<file path="config.mk">
export PLATFORM = sky130hd
export DESIGN_NAME = kpd_matrix_scan
export DESIGN_NICKNAME = d
export VERILOG_FILES = /design/src/rtl/kpd_scan_pkg.sv /design/src/rtl/kpd_row_seq.sv /design/src/rtl/kpd_debounce.sv /design/src/rtl/kpd_slots.sv /design/src/rtl/kpd_matrix_scan.sv
export SDC_FILE = /design/constraint.sdc
export NUM_CORES = 1
export LEC_CHECK = 0
export BUFFER_PORTS_ARGS = -buffer_cell sky130_fd_sc_hd__buf_2
export CAP_MARGIN = 10
export CORE_MARGIN = 5
export CORE_UTILIZATION = 55
export CTS_BUF_LIST = sky130_fd_sc_hd__clkbuf_4
export DETAILED_ROUTE_END_ITERATION = 8
export PLACE_DENSITY_LB_ADDON = 0.2
export SLEW_MARGIN = 20
export SYNTH_ARGS = -nofsm -noshare
export SYNTH_HDL_FRONTEND = slang
export SYNTH_SLANG_ARGS = --single-unit
</file>
<file path="constraint.sdc">
create_clock -name clk -period 5.88 [get_ports clk]
set_input_delay 1.176 -clock clk [delete_from_list [all_inputs] [get_ports clk]]
set_output_delay 1.176 -clock clk [all_outputs]
set_load 0.03 [all_outputs]
</file>
<file path="src/rtl/kpd_scan_pkg.sv">
package kpd_scan_pkg;

  typedef struct packed {
    logic       up;
    logic [3:0] row;
    logic [2:0] col;
  } key_rpt_t;

  localparam key_rpt_t RPT_EMPTY = '{up: 1'b1, row: 4'hF, col: 3'd0};

  // next enabled row after cur, wrapping; cur itself if it is the only one
  function automatic logic [2:0] next_row(input logic [7:0] en, input logic [2:0] cur);
    logic [2:0] nxt;
    nxt = cur;
    for (int i = 7; i >= 1; i--) begin
      if (en[cur + 3'(i)]) nxt = cur + 3'(i);
    end
    return nxt;
  endfunction

  function automatic logic [3:0] key_row(input int unsigned idx, input int unsigned cols);
    return 4'(idx / cols);
  endfunction

  function automatic logic [2:0] key_col(input int unsigned idx, input int unsigned cols);
    return 3'(idx % cols);
  endfunction

  function automatic key_rpt_t make_rpt(input logic up, input logic [3:0] row,
                                        input logic [2:0] col);
    key_rpt_t r;
    r.up  = up;
    r.row = row;
    r.col = col;
    return r;
  endfunction

endpackage

</file>
<file path="src/rtl/kpd_row_seq.sv">
module kpd_row_seq
  import kpd_scan_pkg::*;
#(
  parameter int ROWS = 8,
  parameter int COLS = 8
) (
  input  logic            clk,
  input  logic            rst_n,
  input  logic            tick,
  input  logic            scan_en,
  input  logic [ROWS-1:0] row_en,
  input  logic [COLS-1:0] col_en,
  input  logic [COLS-1:0] col_sense_n,
  output logic [ROWS-1:0] row_drv_n,
  output logic            samp_vld,
  output logic [2:0]      samp_row,
  output logic [COLS-1:0] samp_cols
);

  logic [7:0]      en8;
  logic            running;
  logic [2:0]      cur_row;
  logic [COLS-1:0] col_s1, col_s2;

  assign en8 = 8'(row_en);

  always_ff @(posedge clk or negedge rst_n) begin
    if (!rst_n) begin
      col_s1 <= '1;
      col_s2 <= '1;
    end else begin
      col_s1 <= col_sense_n;
      col_s2 <= col_s1;
    end
  end

  always_ff @(posedge clk or negedge rst_n) begin
    if (!rst_n) begin
      running   <= 1'b0;
      cur_row   <= '0;
      samp_vld  <= 1'b0;
      samp_row  <= '0;
      samp_cols <= '0;
    end else begin
      samp_vld <= 1'b0;
      if (!scan_en) begin
        running <= 1'b0;
      end else if (!running) begin
        running <= 1'b1;
        cur_row <= next_row(en8, 3'd7);
      end else if (tick) begin
        samp_vld  <= en8[cur_row];
        samp_row  <= cur_row;
        samp_cols <= ~col_s2 & col_en;
        cur_row   <= next_row(en8, cur_row);
      end
    end
  end

  for (genvar r = 0; r < ROWS; r++) begin : g_drv
    assign row_drv_n[r] = !(running && en8[r] && (cur_row == 3'(r)));
  end

  AST_IDLE_RELEASED: assert property (@(posedge clk) disable iff (!rst_n)
    !scan_en |=> (&row_drv_n));
  AST_SAMPLED_ROW_DRIVEN: assert property (@(posedge clk) disable iff (!rst_n)
    samp_vld |-> ((($past(row_drv_n) >> samp_row) & ROWS'(1)) == '0));

endmodule

</file>
<file path="src/rtl/kpd_debounce.sv">
module kpd_debounce
  import kpd_scan_pkg::*;
#(
  parameter int ROWS = 8,
  parameter int COLS = 8,
  parameter int DBW  = 7
) (
  input  logic            clk,
  input  logic            rst_n,
  input  logic            tick,
  input  logic            samp_vld,
  input  logic [2:0]      samp_row,
  input  logic [COLS-1:0] samp_cols,
  input  logic [DBW-1:0]  db_time,
  output logic            chg_vld,
  output logic            chg_down,
  output logic [3:0]      chg_row,
  output logic [2:0]      chg_col
);

  localparam int KEYS = ROWS * COLS;
  localparam int KW   = (KEYS > 1) ? $clog2(KEYS) : 1;
  localparam logic [DBW-1:0] CNT_MAX = '1;

  logic [KEYS-1:0] raw_q, deb_q, diff;
  logic [DBW-1:0]  stab_cnt;
  logic            row_changed;
  logic            quiet;
  logic [KW-1:0]   sel_idx;

  always_comb begin
    row_changed = 1'b0;
    for (int r = 0; r < ROWS; r++) begin
      if (samp_vld && samp_row == 3'(r) && raw_q[r*COLS +: COLS] != samp_cols)
        row_changed = 1'b1;
    end
  end

  always_ff @(posedge clk or negedge rst_n) begin
    if (!rst_n) begin
      raw_q    <= '0;
      stab_cnt <= '0;
    end else begin
      for (int r = 0; r < ROWS; r++) begin
        if (samp_vld && samp_row == 3'(r)) raw_q[r*COLS +: COLS] <= samp_cols;
      end
      if (row_changed)                        stab_cnt <= '0;
      else if (tick && stab_cnt != CNT_MAX)   stab_cnt <= stab_cnt + 1'b1;
    end
  end

  assign diff  = raw_q ^ deb_q;
  assign quiet = (stab_cnt >= db_time);

  always_comb begin
    sel_idx = '0;
    for (int i = KEYS - 1; i >= 0; i--) begin
      if (diff[i]) sel_idx = KW'(i);
    end
  end

  assign chg_vld  = quiet && (|diff);
  assign chg_down = raw_q[sel_idx];
  assign chg_row  = key_row(32'(sel_idx), COLS);
  assign chg_col  = key_col(32'(sel_idx), COLS);

  always_ff @(posedge clk or negedge rst_n) begin
    if (!rst_n)       deb_q <= '0;
    else if (chg_vld) deb_q[sel_idx] <= raw_q[sel_idx];
  end

  AST_DEB_TOWARD_RAW: assert property (@(posedge clk) disable iff (!rst_n)
    (deb_q != $past(deb_q)) |-> (((deb_q ^ $past(deb_q)) & (deb_q ^ $past(raw_q))) == '0));
  AST_ONE_COMMIT: assert property (@(posedge clk) disable iff (!rst_n)
    $countones(deb_q ^ $past(deb_q)) <= 1);

endmodule

</file>
<file path="src/rtl/kpd_slots.sv">
module kpd_slots
  import kpd_scan_pkg::*;
#(
  parameter int SLOTS = 3
) (
  input  logic               clk,
  input  logic               rst_n,
  input  logic               chg_vld,
  input  logic               chg_down,
  input  logic [3:0]         chg_row,
  input  logic [2:0]         chg_col,
  output logic [SLOTS*8-1:0] rpt_bytes,
  output logic               evt
);

  localparam int SW = (SLOTS > 1) ? $clog2(SLOTS) : 1;

  key_rpt_t         rpt_q [SLOTS];
  logic [SLOTS-1:0] occ_q, hit, free;
  logic [SW-1:0]    free_idx, hit_idx;

  always_comb begin
    free_idx = '0;
    hit_idx  = '0;
    for (int s = SLOTS - 1; s >= 0; s--) begin
      hit[s]  = occ_q[s] && rpt_q[s].row == chg_row && rpt_q[s].col == chg_col;
      free[s] = !occ_q[s];
      if (free[s]) free_idx = SW'(s);
      if (hit[s])  hit_idx  = SW'(s);
    end
  end

  always_ff @(posedge clk or negedge rst_n) begin
    if (!rst_n) begin
      occ_q <= '0;
      evt   <= 1'b0;
      for (int s = 0; s < SLOTS; s++) rpt_q[s] <= RPT_EMPTY;
    end else begin
      evt <= 1'b0;
      if (chg_vld) begin
        if (chg_down) begin
          if (|free) begin
            rpt_q[free_idx] <= make_rpt(1'b0, chg_row, chg_col);
            occ_q[free_idx] <= 1'b1;
            evt             <= 1'b1;
          end
        end else if (|hit) begin
          rpt_q[hit_idx].up <= 1'b1;
          occ_q[hit_idx]    <= 1'b0;
          evt               <= 1'b1;
        end
      end
    end
  end

  for (genvar s = 0; s < SLOTS; s++) begin : g_out
    assign rpt_bytes[s*8 +: 8] = rpt_q[s];
  end

  for (genvar i = 0; i < SLOTS; i++) begin : g_uniq_i
    for (genvar j = i + 1; j < SLOTS; j++) begin : g_uniq_j
      AST_SLOT_UNIQUE: assert property (@(posedge clk) disable iff (!rst_n)
        !(occ_q[i] && occ_q[j] && rpt_q[i][6:0] == rpt_q[j][6:0]));
    end
  end

  AST_EVT_MEANS_UPDATE: assert property (@(posedge clk) disable iff (!rst_n)
    evt |-> (rpt_bytes != $past(rpt_bytes)));
  AST_UPDATE_MEANS_EVT: assert property (@(posedge clk) disable iff (!rst_n)
    (rpt_bytes != $past(rpt_bytes)) |-> evt);

endmodule

</file>
<file path="src/rtl/kpd_matrix_scan.sv">
module kpd_matrix_scan
  import kpd_scan_pkg::*;
#(
  parameter int ROWS  = 8,
  parameter int COLS  = 8,
  parameter int SLOTS = 3,
  parameter int DBW   = 7,
  parameter int DED   = 4
) (
  input  logic               clk,
  input  logic               rst_n,
  input  logic               tick,
  input  logic               scan_en,
  input  logic [ROWS-1:0]    row_en,
  input  logic [COLS-1:0]    col_en,
  input  logic [DBW-1:0]     db_time,
  output logic [ROWS-1:0]    row_drv_n,
  input  logic [COLS-1:0]    col_sense_n,
  input  logic [DED-1:0]     ded_key_n,
  output logic [SLOTS*8-1:0] key_rpt,
  output logic [DED-1:0]     ded_stat,
  output logic               key_evt
);

  logic            samp_vld;
  logic [2:0]      samp_row;
  logic [COLS-1:0] samp_cols;
  logic            chg_vld, chg_down;
  logic [3:0]      chg_row;
  logic [2:0]      chg_col;
  logic [DED-1:0]  ded_s1;

  kpd_row_seq #(.ROWS(ROWS), .COLS(COLS)) u_seq (
    .clk(clk), .rst_n(rst_n), .tick(tick), .scan_en(scan_en),
    .row_en(row_en), .col_en(col_en), .col_sense_n(col_sense_n),
    .row_drv_n(row_drv_n), .samp_vld(samp_vld), .samp_row(samp_row),
    .samp_cols(samp_cols)
  );

  kpd_debounce #(.ROWS(ROWS), .COLS(COLS), .DBW(DBW)) u_deb (
    .clk(clk), .rst_n(rst_n), .tick(tick), .samp_vld(samp_vld),
    .samp_row(samp_row), .samp_cols(samp_cols), .db_time(db_time),
    .chg_vld(chg_vld), .chg_down(chg_down), .chg_row(chg_row), .chg_col(chg_col)
  );

  kpd_slots #(.SLOTS(SLOTS)) u_slots (
    .clk(clk), .rst_n(rst_n), .chg_vld(chg_vld), .chg_down(chg_down),
    .chg_row(chg_row), .chg_col(chg_col), .rpt_bytes(key_rpt), .evt(key_evt)
  );

  always_ff @(posedge clk or negedge rst_n) begin
    if (!rst_n) begin
      ded_s1   <= '1;
      ded_stat <= '1;
    end else begin
      ded_s1   <= ded_key_n;
      ded_stat <= ded_s1;
    end
  end

  AST_DED_FOLLOWS: assert property (@(posedge clk) disable iff (!rst_n)
    ded_s1 == $past(ded_key_n));

endmodule

</file>
# ---- After elaboration in Yosys (flattened, before gate mapping)
# Cells that the tools add are included.
dict set report classes {
  magnitude_cmp 19
  mux 141
  n_addsub 8
  n_bitwise 8
  eq_ne 32
  n_reduce_logical 66
}
# op n
set op_table {}
lappend op_table {{two-way mux 6 bit} 64}
lappend op_table {{two-way mux 24 bit} 3}
lappend op_table {{bitwise mux 64 bit} 1}
lappend op_table {{!= test 8 bit} 8}
lappend op_table {{OR reduction 64 bit} 1}
lappend op_table {{bitwise XOR 64 bit} 1}
lappend op_table {{bitwise mux 24 bit} 2}
lappend op_table {{two-way mux 3 bit} 16}
lappend op_table {{logical AND 1 bit} 45}
lappend op_table {{demux 8 bit (select 2 bit)} 2}
lappend op_table {{< comparator 3 x 4 -> 1 bit, second input constant} 8}
lappend op_table {{two-way mux 1 bit} 29}
lappend op_table {{binary-select mux 1 bit (select 3 bit)} 8}
lappend op_table {{== test 3 bit, second input constant} 8}
lappend op_table {{two-way mux 2 bit} 8}
lappend op_table {{two-way mux 8 bit} 2}
lappend op_table {{two-way mux 7 bit} 2}
lappend op_table {{adder 3 bit, second input constant} 4}
lappend op_table {{== test 3 x 2 -> 1 bit, second input constant} 4}
lappend op_table {{== test 4 x 3 -> 1 bit} 3}
lappend op_table {{zero test 1 bit} 11}
lappend op_table {{== test 3 bit} 3}
lappend op_table {{AND reduction 3 bit} 3}
lappend op_table {{bitwise AND 8 bit} 1}
lappend op_table {{other kinds (26)} 37}
dict set report word_totals {
  out_inout_bits 37
  inputBits 39
  regBits 203
}

# ---- Longest topological paths before layout
dict set report depth {
  ltp_word 79
  depth_mapped 16
  depth_no_buf 14
}

# ---- Hierarchy
# From an unflattened synthesis, not the netlist that was laid out.
dict set report unflattened {
  hier_cells 1208
  area_unflattened_um2 12594.6
}
# module n_inst area_per_inst_um2 cells_each seq_area_each_um2
set by_module_without_submodules {}
lappend by_module_without_submodules {kpd_debounce 1 8962.3 908 3378.2}
lappend by_module_without_submodules {kpd_row_seq 1 1976.9 179 820.8}
lappend by_module_without_submodules {kpd_slots 1 1445.1 113 719.4}
lappend by_module_without_submodules {kpd_matrix_scan 1 210.2 8 210.2}

# ---- Least setup slack after synthesis
# No wires, ideal clock.
dict set report synth_timing {
  path_kind {reg-to-reg}
  startpoint {register u_deb.raw_q[8]}
  endpoint {register u_slots.rpt_q (netlist bit u_slots.rpt_bytes[1])}
  synth_period_minus_slack_ns 3.740
  path_stages_with_launch 13
  arrival_ns 3.615
  setup_time_ns 0.125
  path_slack_ns 2.140
  t_required_ns 5.755
  path_buffers 1
  cell_sequence {dfrtp_1 -> xor2_1 -> or4_4 -> o41ai_2 -> and3b_1 -> buf_6 -> mux2_2 -> a221oi_1 -> o211ai_1 -> a211oi_1 -> o32ai_1 -> o211ai_4 -> mux2_4}
}
dict set report synth_via {
  elab_chain_cells 21
}
# item line
set synth_lines {}
lappend synth_lines {{start, declared} kpd_debounce.sv:25} ;# logic [KEYS-1:0] raw_q, deb_q, diff;
lappend synth_lines {{start signal, assigned by index} kpd_debounce.sv:45} ;# if (samp_vld && samp_row == 3'(r)) raw_q[r*COLS +: COLS] <= samp_cols;
lappend synth_lines {{bitwise XOR 64 bit} kpd_debounce.sv:52} ;# assign diff = raw_q ^ deb_q;
lappend synth_lines {{two-way mux 6 bit (9 in series)} kpd_debounce.sv:58} ;# if (diff[i]) sel_idx = KW'(i);
lappend synth_lines {{== test 4 x 3 -> 1 bit} kpd_slots.sv:26} ;# hit[s] = occ_q[s] && rpt_q[s].row == chg_row && rpt_q[s].col == chg_col;
lappend synth_lines {{logical AND 1 bit (2 in series)} kpd_slots.sv:26}
lappend synth_lines {{two-way mux 2 bit (3 in series)} kpd_slots.sv:29} ;# if (hit[s]) hit_idx = SW'(s);
lappend synth_lines {{inverter 2 -> 3 bit (not written as such)} kpd_slots.sv:48} ;# rpt_q[hit_idx].up <= 1'b1;
lappend synth_lines {{demux 8 bit (select 2 bit)} kpd_slots.sv:48}
lappend synth_lines {{bitwise mux 24 bit} kpd_slots.sv:48}
lappend synth_lines {{two-way mux 24 bit} kpd_slots.sv:47} ;# end else if (|hit) begin
lappend synth_lines {{two-way mux 24 bit} kpd_slots.sv:41} ;# if (chg_down) begin
lappend synth_lines {{end signal, assigned by index} kpd_slots.sv:43} ;# rpt_q[free_idx] <= make_rpt(1'b0, chg_row, chg_col);
lappend synth_lines {{end, declared} kpd_slots.sv:18} ;# key_rpt_t rpt_q [SLOTS];
# Parallel ways exist; a longest one is shown, timed or not. The select of a mux whose other input is x is not followed.
# A chain may end at the register's enable or synchronous reset.

# ---- Final worst setup path
dict set report layout_timing {
  startpoint {register u_deb.raw_q[48]}
  endpoint {register u_deb.deb_q[47]}
}
dict set report layout_via {
  elab_chain_cells 55
}
# item line
set layout_lines {}
lappend layout_lines {{bitwise XOR 64 bit} kpd_debounce.sv:52}
lappend layout_lines {{two-way mux 6 bit (49 in series)} kpd_debounce.sv:58}
lappend layout_lines {{< comparator 6 x 7 -> 1 bit (not written as such) or >= comparator 6 x 1 -> 1 bit (tied branches)} kpd_debounce.sv:69} ;# else if (chg_vld) deb_q[sel_idx] <= raw_q[sel_idx];
lappend layout_lines {{logical AND 1 bit (not written as such)} kpd_debounce.sv:69}
lappend layout_lines {{two-way mux 1 bit (not written as such)} kpd_debounce.sv:69}
lappend layout_lines {{demux 1 bit (select 6 bit)} n/a}
lappend layout_lines {{bitwise mux 64 bit} kpd_debounce.sv:69}
lappend layout_lines {{end signal, assigned by index} kpd_debounce.sv:69}
lappend layout_lines {{end, declared} kpd_debounce.sv:25}
# Parallel ways exist; a longest one is shown, timed or not. The select of a mux whose other input is x is not followed.

==> impl_metrics.csv <==
group,metric,value,unit
placed_design,place_hpwl,25100,µm
floorplanning,fp.dieW,159,µm
synth,synth-seq-cells,203,
sta,hold_viol,0,
critical_path,crit_required,6.41,ns
clock_network,htree_levels,2,
grt,grt_pass1_vias,9810,
critical_path,critPathKind,"flip-flop to flip-flop",
floorplanning,num_rows,54,
sta,setup_violations,0,
sta,slew_headroom,33.9,%
drt,wl_met1,15500,µm
drt,drc_errors,0,
synth,synth_top_area_cell,"dfrtp_1",
run_status,outcome,"finished, final reports clean",
final_layout,layout.nets,1309,
clock_network,clock-root-buffer,"clkbuf_4",
synth,yosysMostFrequentCell,"dfrtp_1",
clock_network,clkLatencyLatePin,0.68,ns
grt,antenna_found_initial,1,
final_layout,syn2layout_area_growth,11.6,%
sta,worstMarginPinSlew,0.988,ns
critical_path,start_kind,"flip-flop",
floorplanning,core-area,21800,µm²
critical_path,cp.arrival,5.60,ns
drt,top_layer,"met4",
synth,syn_nets,1221,
drt,met2_length,15400,µm
sta,rsz0062_at_grt,"false",
synth,synth_flop_cell,"dfrtp_1",
synth,synth-seq-area-share,42.3,%
placed_design,gp_congestion,1.09,
floorplanning,pin_count,76,
critical_path,critical_path_peak_fanout,14,
synth,synthDistinctLibCells,90,
grt,grt_use_total,28.8,%
clock_network,cts_tree,"yes",
min_path,hp-class,"flip-flop to flip-flop",
clock_network,postCtsResizedCells,0,
synth,synthTopCellsByArea,"dfrtp_1, dfstp_2, mux2_2",
drt,wl_met3,3130,µm
drt,routedWlPerCell,22.4,µm
drt,drt_first_iter_violations,793,
clock_network,cts.clk_slew.worst_paths,0.06,ns
floorplanning,fp.dieH,159,µm
clock_network,clockBufferDepth,3,
sta,tns,0,ns
sta,finalCritPeriodShare,86.1,%
run,cap_viol_max_count,0,
clock_network,cts_buffers,54,
grt,grt_pass1_wl,55500,µm
final_layout,drive_above_1_share,28.5,%
critical_path,endpoint_kind,"flip-flop",
grt,grt_overflow,0,
drt,dr.pass1.iters,5,
floorplanning,die_area,25100,µm²
synth,netlist.area_leader.share,33.8,%
synth,synth_area,12100,µm²
drt,vias,9921,
synth,synth_edf_count,0,
placed_design,port-buffer-count,75,
clock_network,cts.sinks,203,
synth,netlist_top_cells_count,"dfrtp_1, mux2_2, xnor2_1, xor2_1, o21ai_0",
drt,drt_wl_total,35400,µm
clock_network,hold_buffers,0,
drt,postRouteAntennaNets,0,
synth,yosys_warnings,0,
synth,synth-async-reset-ratio,100,%
floorplanning,start_util,55.8,%
synth,syn_avg_cell_area,10.4,µm²
clock_network,post-cts-setup-buffers,0,
synth,synth_cells,1167,
sta,period_minus_slack,5.06,ns
sta,skew,0.0461,ns
grt,grt_max_degree,131,
sta,report.final.slew_viol_count,0,
sta,fmax,197,MHz
drt,viasPerCell,6.27,
[layout make-up]
type	instances	area, µm²
fill	1875	8210
inverter	26	97.6
timing repair buffer	102	599
sequential	203	5130
tap	280	350
antenna	2	5.00
clock buffer	91	683
clock inverter	10	42.5
multi-input combinational	868	6640
[per-layer routing]
layer | up-vias | global-route usage (%)
met5 | - | 0
met4 | 0 | 12.1
met3 | 115 | 7.39
met2 | 444 | 41.7
met1 | 4897 | 41.1
li1 | 4465 | -
[cells by family (layout without fill, tap and decap cells)]
group / count (synthesis) / after routing / synth area share [%]
other: 0 / 2 / 0
and+or+nand+nor: 293 / 293 / 13.0
adders and majority gates: 16 / 16 / 1.63
buffers and inverters: 96 / 229 / 3.23
muxes: 117 / 117 / 11.7
AOI/OAI and AO/OA: 265 / 265 / 15.4
xor gates and xnor gates: 177 / 177 / 12.8
DFF: 203 / 203 / 42.3
[final timing paths]
check                      slack (ns)  cells after the start                         from                          end
max                              0.82                     13  u_deb.raw_q[48]$_DFFE_PN0P_  u_deb.deb_q[47]$_DFFE_PN0P_
min                              0.34                      0    u_seq.col_s1[0]$_DFF_PN1_    u_seq.col_s2[0]$_DFF_PN1_
max reg2reg                      0.82                     13  u_deb.raw_q[48]$_DFFE_PN0P_  u_deb.deb_q[47]$_DFFE_PN0P_
min reg2reg                      0.34                      0    u_seq.col_s1[0]$_DFF_PN1_    u_seq.col_s2[0]$_DFF_PN1_
max in group asynchronous        4.28                      2                        rst_n  u_deb.deb_q[37]$_DFFE_PN0P_
min in group asynchronous        0.52                      1                        rst_n   u_deb.deb_q[3]$_DFFE_PN0P_
[worst max-delay path, stage by stage (launching register included)]
cell	delay [ns]
dfrtp_1	0.45
xnor2_1	0.39
nand4_1	0.30
a2111o_1	0.47
o2111ai_1	0.27
nand3b_1	0.39
and2_1	0.38
a21o_1	0.41
a32o_1	0.31
nor3_1	0.46
o32a_2	0.31
nand2_1	0.24
buf_4	0.29
mux2_2	0.28
[placed cells by master (no fill, tap or decap), types with 6 or more instances in the layout]
cell type,count
buf_4,26
nor2b_1,16
nor2_1,45
mux2_2,91
a21oi_1,43
dfstp_2,39
mux2i_1,8
buf_2,74
a211oi_1,7
ha_1,15
and2_1,12
mux4_2,8
o211ai_1,11
clkbuf_4,91
nor4_1,21
xnor2_1,91
dfrtp_1,164
o31ai_1,38
clkinv_1,9
nand2b_1,18
nor3_1,17
or3_1,8
a31oi_1,12
nand2_1,70
nand3_1,18
inv_1,25
xor2_1,86
o21ai_0,77
nand4_1,31
mux2_4,6
[metrics by stage]
step	std cells	hold WS, ns	setup slack [ns]	util, %	area (µm²)
global route	1582	0.350	0.667	62.2	13500
floorplan	1167	0.345	2.14	-	12100
CTS	1580	0.340	1.00	62.2	13500
global placement	1479	0.346	0.926	58.9	12800
finish	1582	0.342	0.816	62.2	13500
detailed placement	1479	0.347	1.03	58.9	12800
[sequential cells by signal, indices dropped and copies added (netlist names)]
register,cells
u_seq.col_s2,8
u_deb.stab_cnt,7
u_seq.running,1
u_deb.deb_q,64
u_slots.evt,1
ded_s1,4
u_slots.occ_q,3
ded_stat,4
u_seq.samp_cols,8
u_seq.cur_row,3
u_seq.col_s1,8
u_seq.samp_row,3
u_slots.rpt_bytes,24
u_deb.raw_q,64
u_seq.samp_vld,1
Power is left out: the tool's default activity adds up to more than one toggle a clock period on the data nets, which glitch-free logic cannot reach.
